--- src/rtl/pioIdentPkg.sv ---
package pioIdentPkg;

  typedef enum logic [1:0] {
    RES_OK      = 2'd0,
    RES_ERR     = 2'd1,
    RES_TIMEOUT = 2'd2
  } resultT;

  typedef enum logic [1:0] {
    STG_IDLEBUSY = 2'd0,
    STG_READY    = 2'd1,
    STG_CMDBUSY  = 2'd2,
    STG_DRQ      = 2'd3
  } stageT;

  localparam logic [2:0] ADDR_DATA    = 3'd0;
  localparam logic [2:0] ADDR_DEVHEAD = 3'd6;
  localparam logic [2:0] ADDR_STATCMD = 3'd7;

  localparam logic [15:0] DEV_SELECT0  = 16'h00A0;
  localparam logic [15:0] CMD_IDENTIFY = 16'h00EC;

  // strobes from control to datapath
  typedef struct packed {
    logic settleLoad;
    logic toClear;
    logic wordClear;
    logic wordTake;
  } dpCtrlT;

endpackage

--- src/rtl/pioIdentDatapath.sv ---
module pioIdentDatapath
  import pioIdentPkg::*;
#(
  parameter int SETTLE_W       = 8,
  parameter int TIMEOUT_CYCLES = 1000000,
  parameter int WORDS          = 256,
  parameter int DATA_W         = 16
) (
  input  logic                clk,
  input  logic                rstN,
  input  dpCtrlT              ctrl,
  input  logic [SETTLE_W-1:0] settleCycles,
  input  logic [DATA_W-1:0]   regRdData,
  output logic                settleDone,
  output logic                toExpired,
  output logic                lastWord,
  output logic                wordValid,
  output logic [DATA_W-1:0]   wordData
);

  localparam int TO_W = $clog2(TIMEOUT_CYCLES + 1);
  localparam int WC_W = $clog2(WORDS + 1);
  localparam logic [TO_W-1:0] TO_LIMIT  = TO_W'(TIMEOUT_CYCLES);
  localparam logic [WC_W-1:0] LAST_WORD = WC_W'(WORDS - 1);

  logic [SETTLE_W-1:0] settleCnt;
  logic [TO_W-1:0]     toCnt;
  logic [WC_W-1:0]     wordCnt;

  // settle interval: loaded on entry, drains to zero
  always_ff @(posedge clk or negedge rstN) begin
    if (!rstN)                settleCnt <= '0;
    else if (ctrl.settleLoad) settleCnt <= settleCycles;
    else if (settleCnt != '0) settleCnt <= settleCnt - 1'b1;
  end
  assign settleDone = (settleCnt == '0);

  // per-stage budget, saturating
  always_ff @(posedge clk or negedge rstN) begin
    if (!rstN)                  toCnt <= '0;
    else if (ctrl.toClear)      toCnt <= '0;
    else if (toCnt != TO_LIMIT) toCnt <= toCnt + 1'b1;
  end
  assign toExpired = (toCnt == TO_LIMIT);

  always_ff @(posedge clk or negedge rstN) begin
    if (!rstN)              wordCnt <= '0;
    else if (ctrl.wordClear) wordCnt <= '0;
    else if (ctrl.wordTake)  wordCnt <= wordCnt + 1'b1;
  end
  assign lastWord = (wordCnt == LAST_WORD);

  always_ff @(posedge clk or negedge rstN) begin
    if (!rstN) begin
      wordValid <= 1'b0;
      wordData  <= '0;
    end else begin
      wordValid <= ctrl.wordTake;
      if (ctrl.wordTake) wordData <= regRdData;
    end
  end

  AST_BUDGET_STICKS: assert property (@(posedge clk) disable iff (!rstN)
    toExpired && !ctrl.toClear |=> toExpired);

  AST_WORD_BOUND: assert property (@(posedge clk) disable iff (!rstN)
    ctrl.wordTake |-> wordCnt < WC_W'(WORDS));

endmodule

--- src/rtl/pioIdentCtrl.sv ---
module pioIdentCtrl
  import pioIdentPkg::*;
(
  input  logic        clk,
  input  logic        rstN,
  input  logic        start,
  input  logic        regAck,
  input  logic        statBsy,
  input  logic        statDrdy,
  input  logic        statDrq,
  input  logic        statErr,
  input  logic        settleDone,
  input  logic        toExpired,
  input  logic        lastWord,
  output dpCtrlT      ctrl,
  output logic [2:0]  regAddr,
  output logic        regRd,
  output logic        regWr,
  output logic [15:0] regWrData,
  output logic        busy,
  output logic        done,
  output resultT      result,
  output stageT       faultStage
);

  typedef enum logic [2:0] {
    ST_IDLE, ST_SETTLE, ST_POLL, ST_WDEV, ST_WCMD, ST_READ, ST_DONE
  } stateT;

  stateT  state, stateNext;
  stageT  stage, stageNext;
  resultT resQ, resNext;

  always_comb begin
    stateNext = state;
    stageNext = stage;
    resNext   = resQ;
    ctrl      = '0;
    regAddr   = ADDR_STATCMD;
    regRd     = 1'b0;
    regWr     = 1'b0;
    regWrData = '0;
    unique case (state)
      ST_IDLE: begin
        if (start) begin
          stateNext       = ST_SETTLE;
          stageNext       = STG_IDLEBUSY;
          resNext         = RES_OK;
          ctrl.settleLoad = 1'b1;
          ctrl.toClear    = 1'b1;
          ctrl.wordClear  = 1'b1;
        end
      end
      ST_SETTLE: begin
        if (toExpired) begin
          stateNext = ST_DONE;
          resNext   = RES_TIMEOUT;
        end else if (settleDone) begin
          stateNext = ST_POLL;
        end
      end
      ST_POLL: begin
        regRd   = 1'b1;
        regAddr = ADDR_STATCMD;
        if (regAck) begin
          // default: retry after another settle interval
          stateNext       = ST_SETTLE;
          ctrl.settleLoad = 1'b1;
          unique case (stage)
            STG_IDLEBUSY: if (!statBsy) begin
              stateNext       = ST_WDEV;
              ctrl.settleLoad = 1'b0;
            end
            STG_READY: if (!statBsy && statDrdy) begin
              stateNext       = ST_WCMD;
              ctrl.settleLoad = 1'b0;
            end
            STG_CMDBUSY: if (!statBsy) begin
              if (statErr) begin
                stateNext       = ST_DONE;
                resNext         = RES_ERR;
                ctrl.settleLoad = 1'b0;
              end else if (statDrq) begin
                stateNext       = ST_READ;
                ctrl.settleLoad = 1'b0;
              end else begin
                stageNext    = STG_DRQ;
                ctrl.toClear = 1'b1;
              end
            end
            STG_DRQ: if (!statBsy) begin
              if (statErr) begin
                stateNext       = ST_DONE;
                resNext         = RES_ERR;
                ctrl.settleLoad = 1'b0;
              end else if (statDrq) begin
                stateNext       = ST_READ;
                ctrl.settleLoad = 1'b0;
              end
            end
            default: ;
          endcase
          if (stateNext == ST_SETTLE && !ctrl.toClear && toExpired) begin
            stateNext       = ST_DONE;
            resNext         = RES_TIMEOUT;
            ctrl.settleLoad = 1'b0;
          end
        end
      end
      ST_WDEV: begin
        regWr     = 1'b1;
        regAddr   = ADDR_DEVHEAD;
        regWrData = DEV_SELECT0;
        if (regAck) begin
          stateNext       = ST_SETTLE;
          stageNext       = STG_READY;
          ctrl.settleLoad = 1'b1;
          ctrl.toClear    = 1'b1;
        end
      end
      ST_WCMD: begin
        regWr     = 1'b1;
        regAddr   = ADDR_STATCMD;
        regWrData = CMD_IDENTIFY;
        if (regAck) begin
          stateNext       = ST_SETTLE;
          stageNext       = STG_CMDBUSY;
          ctrl.settleLoad = 1'b1;
          ctrl.toClear    = 1'b1;
        end
      end
      ST_READ: begin
        regRd   = 1'b1;
        regAddr = ADDR_DATA;
        if (regAck) begin
          ctrl.wordTake = 1'b1;
          if (lastWord) begin
            stateNext = ST_DONE;
            resNext   = RES_OK;
          end
        end
      end
      ST_DONE: stateNext = ST_IDLE;
      default: stateNext = ST_IDLE;
    endcase
  end

  always_ff @(posedge clk or negedge rstN) begin
    if (!rstN) begin
      state <= ST_IDLE;
      stage <= STG_IDLEBUSY;
      resQ  <= RES_OK;
    end else begin
      state <= stateNext;
      stage <= stageNext;
      resQ  <= resNext;
    end
  end

  assign busy       = (state != ST_IDLE);
  assign done       = (state == ST_DONE);
  assign result     = resQ;
  assign faultStage = stage;

  AST_RD_WR_EXCL: assert property (@(posedge clk) disable iff (!rstN)
    !(regRd && regWr));

  AST_REQ_HELD: assert property (@(posedge clk) disable iff (!rstN)
    (regRd || regWr) && !regAck |=> (regRd || regWr) && $stable(regAddr));

  AST_DATA_AFTER_DRQ: assert property (@(posedge clk) disable iff (!rstN)
    $rose(regRd && regAddr == ADDR_DATA) |->
      $past(regAck && regAddr == ADDR_STATCMD && statDrq && !statBsy));

  AST_CMD_CODE: assert property (@(posedge clk) disable iff (!rstN)
    regWr && regAddr == ADDR_STATCMD |-> regWrData == CMD_IDENTIFY);

  AST_DONE_PULSE: assert property (@(posedge clk) disable iff (!rstN)
    done |=> !done);

  AST_START_IGNORED: assert property (@(posedge clk) disable iff (!rstN)
    busy && !done |=> busy);

endmodule

--- src/rtl/pioIdentifySeq.sv ---
module pioIdentifySeq
  import pioIdentPkg::*;
#(
  parameter int SETTLE_W       = 8,
  parameter int TIMEOUT_CYCLES = 1000000,
  parameter int WORDS          = 256
) (
  input  logic                clk,
  input  logic                rstN,
  input  logic                start,
  input  logic [SETTLE_W-1:0] settleCycles,
  output logic                busy,
  output logic                done,
  output logic [1:0]          result,
  output logic [1:0]          faultStage,
  output logic [2:0]          regAddr,
  output logic                regRd,
  output logic                regWr,
  output logic [15:0]         regWrData,
  input  logic [15:0]         regRdData,
  input  logic                regAck,
  output logic                wordValid,
  output logic [15:0]         wordData
);

  localparam int DATA_W = 16;

  dpCtrlT ctrl;
  logic   settleDone, toExpired, lastWord;
  resultT resCode;
  stageT  stageCode;

  pioIdentCtrl i_ctrl (
    .clk        (clk),
    .rstN       (rstN),
    .start      (start),
    .regAck     (regAck),
    .statBsy    (regRdData[7]),
    .statDrdy   (regRdData[6]),
    .statDrq    (regRdData[3]),
    .statErr    (regRdData[0]),
    .settleDone (settleDone),
    .toExpired  (toExpired),
    .lastWord   (lastWord),
    .ctrl       (ctrl),
    .regAddr    (regAddr),
    .regRd      (regRd),
    .regWr      (regWr),
    .regWrData  (regWrData),
    .busy       (busy),
    .done       (done),
    .result     (resCode),
    .faultStage (stageCode)
  );

  pioIdentDatapath #(
    .SETTLE_W       (SETTLE_W),
    .TIMEOUT_CYCLES (TIMEOUT_CYCLES),
    .WORDS          (WORDS),
    .DATA_W         (DATA_W)
  ) i_dp (
    .clk          (clk),
    .rstN         (rstN),
    .ctrl         (ctrl),
    .settleCycles (settleCycles),
    .regRdData    (regRdData),
    .settleDone   (settleDone),
    .toExpired    (toExpired),
    .lastWord     (lastWord),
    .wordValid    (wordValid),
    .wordData     (wordData)
  );

  assign result     = resCode;
  assign faultStage = stageCode;

endmodule

--- config.mk ---
export PLATFORM = sky130hd
export DESIGN_NAME = pioIdentifySeq
export DESIGN_NICKNAME = d
export VERILOG_FILES = /design/src/rtl/pioIdentPkg.sv /design/src/rtl/pioIdentDatapath.sv /design/src/rtl/pioIdentCtrl.sv /design/src/rtl/pioIdentifySeq.sv
export SDC_FILE = /design/constraint.sdc
export NUM_CORES = 1
export LEC_CHECK = 0
export BUFFER_PORTS_ARGS = -buffer_cell sky130_fd_sc_hd__buf_2
export CAP_MARGIN = 20
export CORE_UTILIZATION = 45
export CTS_CLUSTER_SIZE = 8
export DETAILED_ROUTE_END_ITERATION = 8
export PLACE_DENSITY = 0.68
export SLEW_MARGIN = 20
export SYNTH_ARGS = -nofsm -noshare
export SYNTH_HDL_FRONTEND = slang
export SYNTH_SLANG_ARGS = --single-unit
--- constraint.sdc ---
create_clock -name clk -period 2.6 [get_ports clk]
set_clock_uncertainty 0.05 [all_clocks]
set_input_delay 0.52 -clock clk [delete_from_list [all_inputs] [get_ports clk]]
set_output_delay 0.52 -clock clk [all_outputs]
set_load 0.005 [all_outputs]
==> PnR_summary.wiki, run 1 <==
{| class="wikitable"
! Metric !! Value
|-
| Run status || finished clean
|-
| Drt via density || 5.21
|-
| Total core area || 7330 µm²
|-
| Clk buf depth || 2
|-
| Critical Path End || regRd
|-
| FMAX || 422 MHz
|-
| Number of remaining DRC errors || 0
|-
| Critical path depth in cells || 4
|-
| Worst IR drop on VDD || 0.000404 V
|-
| Clock tree from TritonCTS || built
|-
| WL final || 7.36 mm
|-
| Width of the die || 89.6 µm
|-
| Critical Path End Type || primary output
|-
| Summed instance area of the synthesized netlist || 3450 µm²
|-
| Signal arrival time at the worst endpoint || 1.80 ns
|-
| Clock-pin slew on the worst setup and hold paths || 0.07 ns
|-
| Total of flip-flops plus latches after synthesis || 61
|-
| Max Slew Vio Count || 0
|-
| Detailed placement HPWL || 5.36 mm
|-
| Switching component of the power || 0.00120 W
|-
| Setup_tns || 0 ns
|-
| Site Rows || 31
|-
| Drt wl/cell || 13.4 µm
|-
| Antenna-violating nets left || 0
|-
| Effective utilization at floorplan || 47.1%
|-
| Met1 layer usage reported by global route || 27.5%
|-
| Post-Synthesis Mean Instance Area || 8.96 µm²
|-
| Count of port buffers added during placement || 60
|-
| Die Outline Area || 8020 µm²
|-
| Critical-path cell list || inv_1 -> or3_1 -> nand2_1 -> buf_2
|-
| Final critical-path setup slack || 0.231 ns
|-
| Combinational Power Share || 32.7%
|-
| Number of synthesized flops with an enable pin || 0
|-
| Worst slew margin relative to its limit || 66.1%
|-
| Clock network fraction of design power || 29.3%
|-
| Total internal power || 0.00235 W
|-
| Reg-to-reg slack, setup || 0.31 ns
|-
| Count of yosys warnings during synthesis || 0
|-
| Final min period || 2.37 ns
|-
| Hold Vio Cnt, Final || 0
|-
| Number of unique standard cell types used by synthesis || 50
|-
| Ports placed on the boundary || 72
|-
| Routability-driven placement congestion ratio || 0.880
|-
| Final antenna diode count || 0
|-
| Setup crit start kind || flip-flop
|-
| Via count of the first global-routing pass || 2,589
|-
| Maximum number of pins on one net before global-route repair || 24
|-
| Met3 track utilization from global routing || 4.34%
|-
| Leak pwr || 1.95 nW
|-
| Fraction of final layout cells with drive strength greater than 1 || 22.3%
|-
| Met2 global-route usage || 30.6%
|-
| Share of flip-flops with an asynchronous set or reset || 100%
|-
| RSZ-0062 raised after global routing || no
|-
| Post-CTS repair timing setup buffer count || 0
|-
| First-pass DRT Iterations || 4
|-
| Count of hold buffers inserted by post-cts repair || 0
|-
| Via count of the routed design || 2,853
|-
| P per Cell Area || 877 nW/µm²
|-
| Capture instance of the worst register-to-register path || i_dp.settleCnt[6]
|-
| Most used routing layer in global routing || met2
|-
| Share of total power in sequential cells || 37.9%
|-
| Net switching fraction of the power || 33.9%
|-
| Max-cap violation count || 0
|-
| Worst R2R Start || i_dp.toCnt[2]
|-
| Worst-path maximum fanout || 14
|-
| Cell count after synthesis || 385
|-
| Post-layout nets || 478
|-
| Wire length of the first global-routing pass || 12.1 mm
|-
| Final number of setup-violating endpoints || 0
|-
| Number of buffer and inverter stages on the critical path || 2
|-
| Register area share after synthesis || 44.3%
|-
| Dominant register cell in the synthesized netlist || dfrtp_1
|-
| Area after detailed placement || 3800 µm²
|-
| Clk_lat worst skew || 0.34 ns
|-
| Number of instances resized during post-cts repair || 0
|-
| Number of clock sinks || 61
|-
| Ratio of final minimum period to clock period || 91.1%
|-
| Root buffer selected by CTS || clkbuf_8
|-
| Remaining global-route overflow || 0
|-
| CP peak stage delay || 0.60 ns
|-
| Global-route total usage across every layer || 19.8%
|-
| Cell type of the slowest stage on the worst timing path || dfrtp_1
|-
| Pre-CTS setup slack || 0.324 ns
|-
| Startpoint of the worst setup timing path || i_ctrl.state[1]
|-
| Required time reported for the critical path endpoint || 2.03 ns
|-
| Non-Filler Cell Area, Final || 4050 µm²
|-
| Worst-margin pin slew || 0.504 ns
|-
| Number of antenna violations at the first check in global routing || 0
|-
| Vertical die dimension || 89.6 µm
|-
| Starting DRC count in detailed routing || 156
|-
| Max H-tree Level || 3
|-
| Worst Path Class, Setup || reg2out
|-
| Category of cells accounting for the largest share of critical-path delay || flip-flops
|-
| Worst Reg2Reg Path Length in Cells || 5
|-
| Classification of the worst-slack hold path || in2async
|-
| Num CTS Buffers || 9
|-
| Area added between synthesis and finish || 17.3%
|}
[metrics by stage]
stage	utilization (%)	hold slack (ns)	total power [W]	cells
after global placement	51.8	0.403	0.00249	532
after CTS	55.2	0.0582	0.00357	548
after global routing	55.2	0.0817	0.00381	548
after floorplan	-	0.174	0.00220	395
final	55.2	0.0581	0.00355	548
after detailed placement	51.8	0.407	0.00253	532
[synth_stat cells (all sizes together) (2+ instances only)]
| library cell | number | share of area (%) |
|---|---|---|
| or3 | 5 | 0.91 |
| ha | 6 | 2.2 |
| nand4 | 5 | 0.91 |
| buf | 21 | 4.2 |
| nor2 | 40 | 4.4 |
| nand3 | 14 | 2.0 |
| and4 | 3 | 0.76 |
| a21o | 2 | 0.44 |
| a2bb2oi | 2 | 0.51 |
| o311ai | 2 | 0.51 |
| inv | 12 | 1.3 |
| nand2 | 73 | 7.9 |
| nor3 | 7 | 1.0 |
| o21ai | 10 | 1.5 |
| nor4 | 6 | 1.5 |
| nor2b | 6 | 1.1 |
| nand3b | 4 | 0.87 |
| dfrtp | 61 | 44 |
| xnor2 | 17 | 4.3 |
| a21oi | 13 | 2.2 |
| nor3b | 9 | 2.0 |
| and3 | 4 | 0.73 |
| xor2 | 10 | 2.5 |
| clkbuf | 11 | 1.2 |
| a211oi | 3 | 0.65 |
| a221o | 2 | 0.58 |
| nand2b | 3 | 0.54 |
| mux2 | 10 | 3.3 |
| nor4b | 6 | 1.7 |
| and2 | 4 | 0.73 |
[layout make-up]
type,instances,area (µm²)
timing repair buffer,70,375
inverter,12,45.0
sequential,61,1530
fill,663,3280
clock inverter,7,124
tap,99,124
clock buffer,9,124
multi-input combinational,290,1730
[per-layer routing]
metal  vias to the layer above  routed length (µm)
li1                       1415                   -
met1                      1353                3540
met2                        75                3410
met3                        10                 308
met4                         0                 104
met5                         -                   0
[kinds of logic after synthesis]
kind of cell             Yosys count  synth area share, %
XOR/XNOR                          27                 6.86
other                              1                0.109
AO/OA/AOI/OAI                     45                 9.07
AND/OR/NAND/NOR                  191                 27.6
flip-flops                        61                 44.3
adder cells (fa/ha/maj)            6                 2.18
buffers and inverters             44                 6.71
multiplexers                      10                 3.26
[sequential cells by signal, indices dropped and copies added, names as in the netlist]
name	count
i_ctrl.faultStage	2
i_ctrl.result	2
i_ctrl.state	3
i_dp.settleCnt	8
i_dp.toCnt	20
i_dp.wordCnt	9
i_dp.wordData	16
i_dp.wordValid	1
[power by group through the flow]
| stage | registers (W) | logic [W] | clock network (W) |
|---|---|---|---|
| 2_1_floorplan | 0.00129 | 0.000914 | 0 |
| 4_1_cts | 0.00135 | 0.00117 | 0.00105 |
| 5_1_grt | 0.00138 | 0.00133 | 0.00109 |
| 3_5_place_dp | 0.00136 | 0.00116 | 0 |
| 6_report | 0.00135 | 0.00116 | 0.00104 |
| 3_3_place_gp | 0.00135 | 0.00114 | 0 |
[layout by cell type (no fill, tap or decap), types with 11 or more instances in the layout]
cell type,netlist,layout
nand2_1,73,73
dfrtp_1,61,61
buf_2,4,60
nor2_1,40,40
xnor2_1,17,17
nand3_1,14,14
inv_1,12,12
a21oi_1,12,12
conb_1,1,11
[how the worst min path moves through the flow]
stage                          start              endpoint  slack, ns  cells after the start
global route                    rstN     i_dp.wordData[13]       0.08                      1
floorplan                       rstN  i_ctrl.faultStage[0]       0.17                      0
detailed placement  i_dp.wordData[9]      i_dp.wordData[9]       0.41                      2
CTS                             rstN      i_dp.wordData[6]       0.06                      1
finish                          rstN      i_dp.wordData[6]       0.06                      1
global placement    i_dp.wordData[9]      i_dp.wordData[9]       0.40                      2
No activity file was read; power rests on OpenSTA's default activity.
==> inputs of run 2 (changes only) <==
--- a/config.mk
+++ b/config.mk
@@ -7,10 +7,9 @@
 export LEC_CHECK = 0
 export BUFFER_PORTS_ARGS = -buffer_cell sky130_fd_sc_hd__buf_2
 export CAP_MARGIN = 20
-export CORE_UTILIZATION = 45
+export CORE_UTILIZATION = 30
 export CTS_CLUSTER_SIZE = 8
 export DETAILED_ROUTE_END_ITERATION = 8
-export PLACE_DENSITY = 0.68
 export SLEW_MARGIN = 20
 export SYNTH_ARGS = -nofsm -noshare
 export SYNTH_HDL_FRONTEND = slang
==> run 2 against run 1 <==
Net effect:
- clock-buffer cell count unchanged
- design area up 2.5%
- fmax down 0.31%
- core utilization down 18 points
- flip-flop and latch count unchanged
==> PnR_summary.wiki, run 2 (synthesis gave the netlist of run 1 again) <==
{| class="wikitable"
! Metric !! Value
|-
| Run status || finished clean
|-
| Max H-tree Level || 3
|-
| Worst-path maximum fanout || 14
|-
| Ratio of final minimum period to clock period || 91.4%
|-
| Worst slew margin relative to its limit || 62.7%
|-
| First-pass DRT Iterations || 5
|-
| Classification of the worst-slack hold path || in2async
|-
| Total core area || 11,000 µm²
|-
| Remaining global-route overflow || 0
|-
| Num CTS Buffers || 9
|-
| Max-cap violation count || 0
|-
| Footprint of the multi-input gates || 1730 µm²
|-
| Required time reported for the critical path endpoint || 2.03 ns
|-
| Count of port buffers added during placement || 60
|-
| Maximum number of pins on one net before global-route repair || 40
|-
| Worst-margin pin slew || 0.560 ns
|-
| Detailed placement HPWL || 5.79 mm
|-
| Number of instances resized during post-cts repair || 0
|-
| Area added between synthesis and finish || 20.2%
|-
| Final min period || 2.38 ns
|-
| Number of antenna violations at the first check in global routing || 0
|-
| Post-CTS repair timing setup buffer count || 0
|-
| Signal arrival time at the worst endpoint || 1.81 ns
|-
| Via count of the routed design || 2,871
|-
| Starting DRC count in detailed routing || 159
|-
| Final number of setup-violating endpoints || 0
|-
| Fraction of final layout cells with drive strength greater than 1 || 22.4%
|-
| Width of the die || 109 µm
|-
| Hold WS || 0.132 ns
|-
| Routability-driven placement congestion ratio || 0.872
|-
| Count of hold buffers inserted by post-cts repair || 0
|-
| Hold Vio Cnt, Final || 0
|-
| P per Cell Area || 875 nW/µm²
|-
| Setup_tns || 0 ns
|-
| Max Slew Vio Count || 0
|-
| Clk_lat worst skew || 0.33 ns
|-
| Flip-flop count of the largest register after layout || 20
|-
| Worst R2R Start || i_dp.wordCnt[2]
|-
| Die Outline Area || 11,900 µm²
|-
| Top flop regs || i_dp.toCnt x20, i_dp.wordData x16, i_dp.wordCnt x9
|-
| Drt via density || 4.87
|-
| Leading cell types in the layout, fill and taps excluded || 73 x nand2_1, 61 x dfrtp_1, 60 x buf_2, 40 x nor2_1, 17 x xnor2_1
|-
| Flip-flop and latch area || 1530 µm²
|-
| Final antenna diode count || 0
|-
| Post-layout nets || 479
|-
| Clk buf depth || 2
|-
| Ports placed on the boundary || 72
|-
| Fill cell count || 1,158
|-
| Wire length of the first global-routing pass || 13.1 mm
|-
| Global-route total usage across every layer || 14.3%
|-
| Critical Path End Type || primary output
|-
| RSZ-0062 raised after global routing || no
|-
| Setup crit start kind || flip-flop
|-
| Vertical die dimension || 109 µm
|-
| Worst Path Class, Setup || reg2out
|-
| Effective utilization at floorplan || 31.3%
|-
| Startpoint of the worst setup timing path || i_ctrl.state[1]
|-
| Most common cell after layout, fill and taps aside || nand2_1
|-
| Site Rows || 38
|-
| FMAX || 421 MHz
|-
| Antenna-violating nets left || 0
|-
| Biggest register || i_dp.toCnt
|-
| Clock-pin slew on the worst setup and hold paths || 0.06 ns
|-
| Number of clock sinks || 61
|-
| Worst IR drop on VDD || 0.000348 V
|-
| Root buffer selected by CTS || clkbuf_16
|-
| Leak pwr || 1.97 nW
|-
| Number of remaining DRC errors || 0
|-
| Via count of the first global-routing pass || 2,759
|-
| Drt wl/cell || 13.3 µm
|-
| WL final || 7.85 mm
|-
| Clock tree from TritonCTS || built
|}
-- run 2: metal layers --
| layer | GRT usage [%] | up-vias | wire length [µm] |
|---|---|---|---|
| met5 | 0 | - | 0 |
| met4 | 4.86 | 0 | 88 |
| met3 | 3.35 | 11 | 366 |
| met2 | 22.9 | 76 | 3680 |
| met1 | 18.8 | 1375 | 3720 |
| li1 | - | 1409 | - |
-- run 2: path summary, 6_finish.rpt --
kind / endpoint / slack [ns] / depth (start not counted)
min reg2reg: i_dp.wordData[10] / 0.42 / 2
max reg2reg: i_ctrl.state[2] / 0.31 / 10
min in group clk: i_dp.wordData[12] / 0.33 / 3
min: i_dp.toCnt[11] / 0.13 / 1
max: regRd / 0.22 / 4
max in group asynchronous: i_ctrl.faultStage[1] / 1.78 / 2
-- run 2: worst max-delay path: stages (launching register included) --
cell and delay (ns):
dfrtp_1 0.59, inv_1 0.18, or3_1 0.48, nand2_1 0.10
buf_2 0.11
-- run 2: area by class of cell --
class | count | share of cell area (%)
clock buffers | 9 | 5.43
clock inverters | 7 | 1.24
inverters | 12 | 1.09
multi-input cells | 290 | 41.7
flip-flops and latches | 61 | 36.8
well taps | 140 | 4.22
repair buffers | 71 | 9.53
-- run 2: report_power, final --
part,total (W),internal [W],switching (W)
clock,0.00109,0.000646,0.000446
combinational,0.00121,0.000577,0.000631
sequential,0.00133,0.00114,0.000188
-- run 2: per-stage QoR --
step / setup slack (ns) / cells / utilization [%] / total power [W] / area (µm²)
floorplan: 0.491 / 395 / - / 0.00220 / 3490
global placement: 0.369 / 574 / 35.1 / 0.00252 / 3870
global route: 0.0679 / 590 / 37.6 / 0.00390 / 4150
finish: 0.224 / 590 / 37.6 / 0.00363 / 4150
CTS: 0.230 / 590 / 37.6 / 0.00366 / 4150
detailed placement: 0.338 / 574 / 35.1 / 0.00255 / 3870
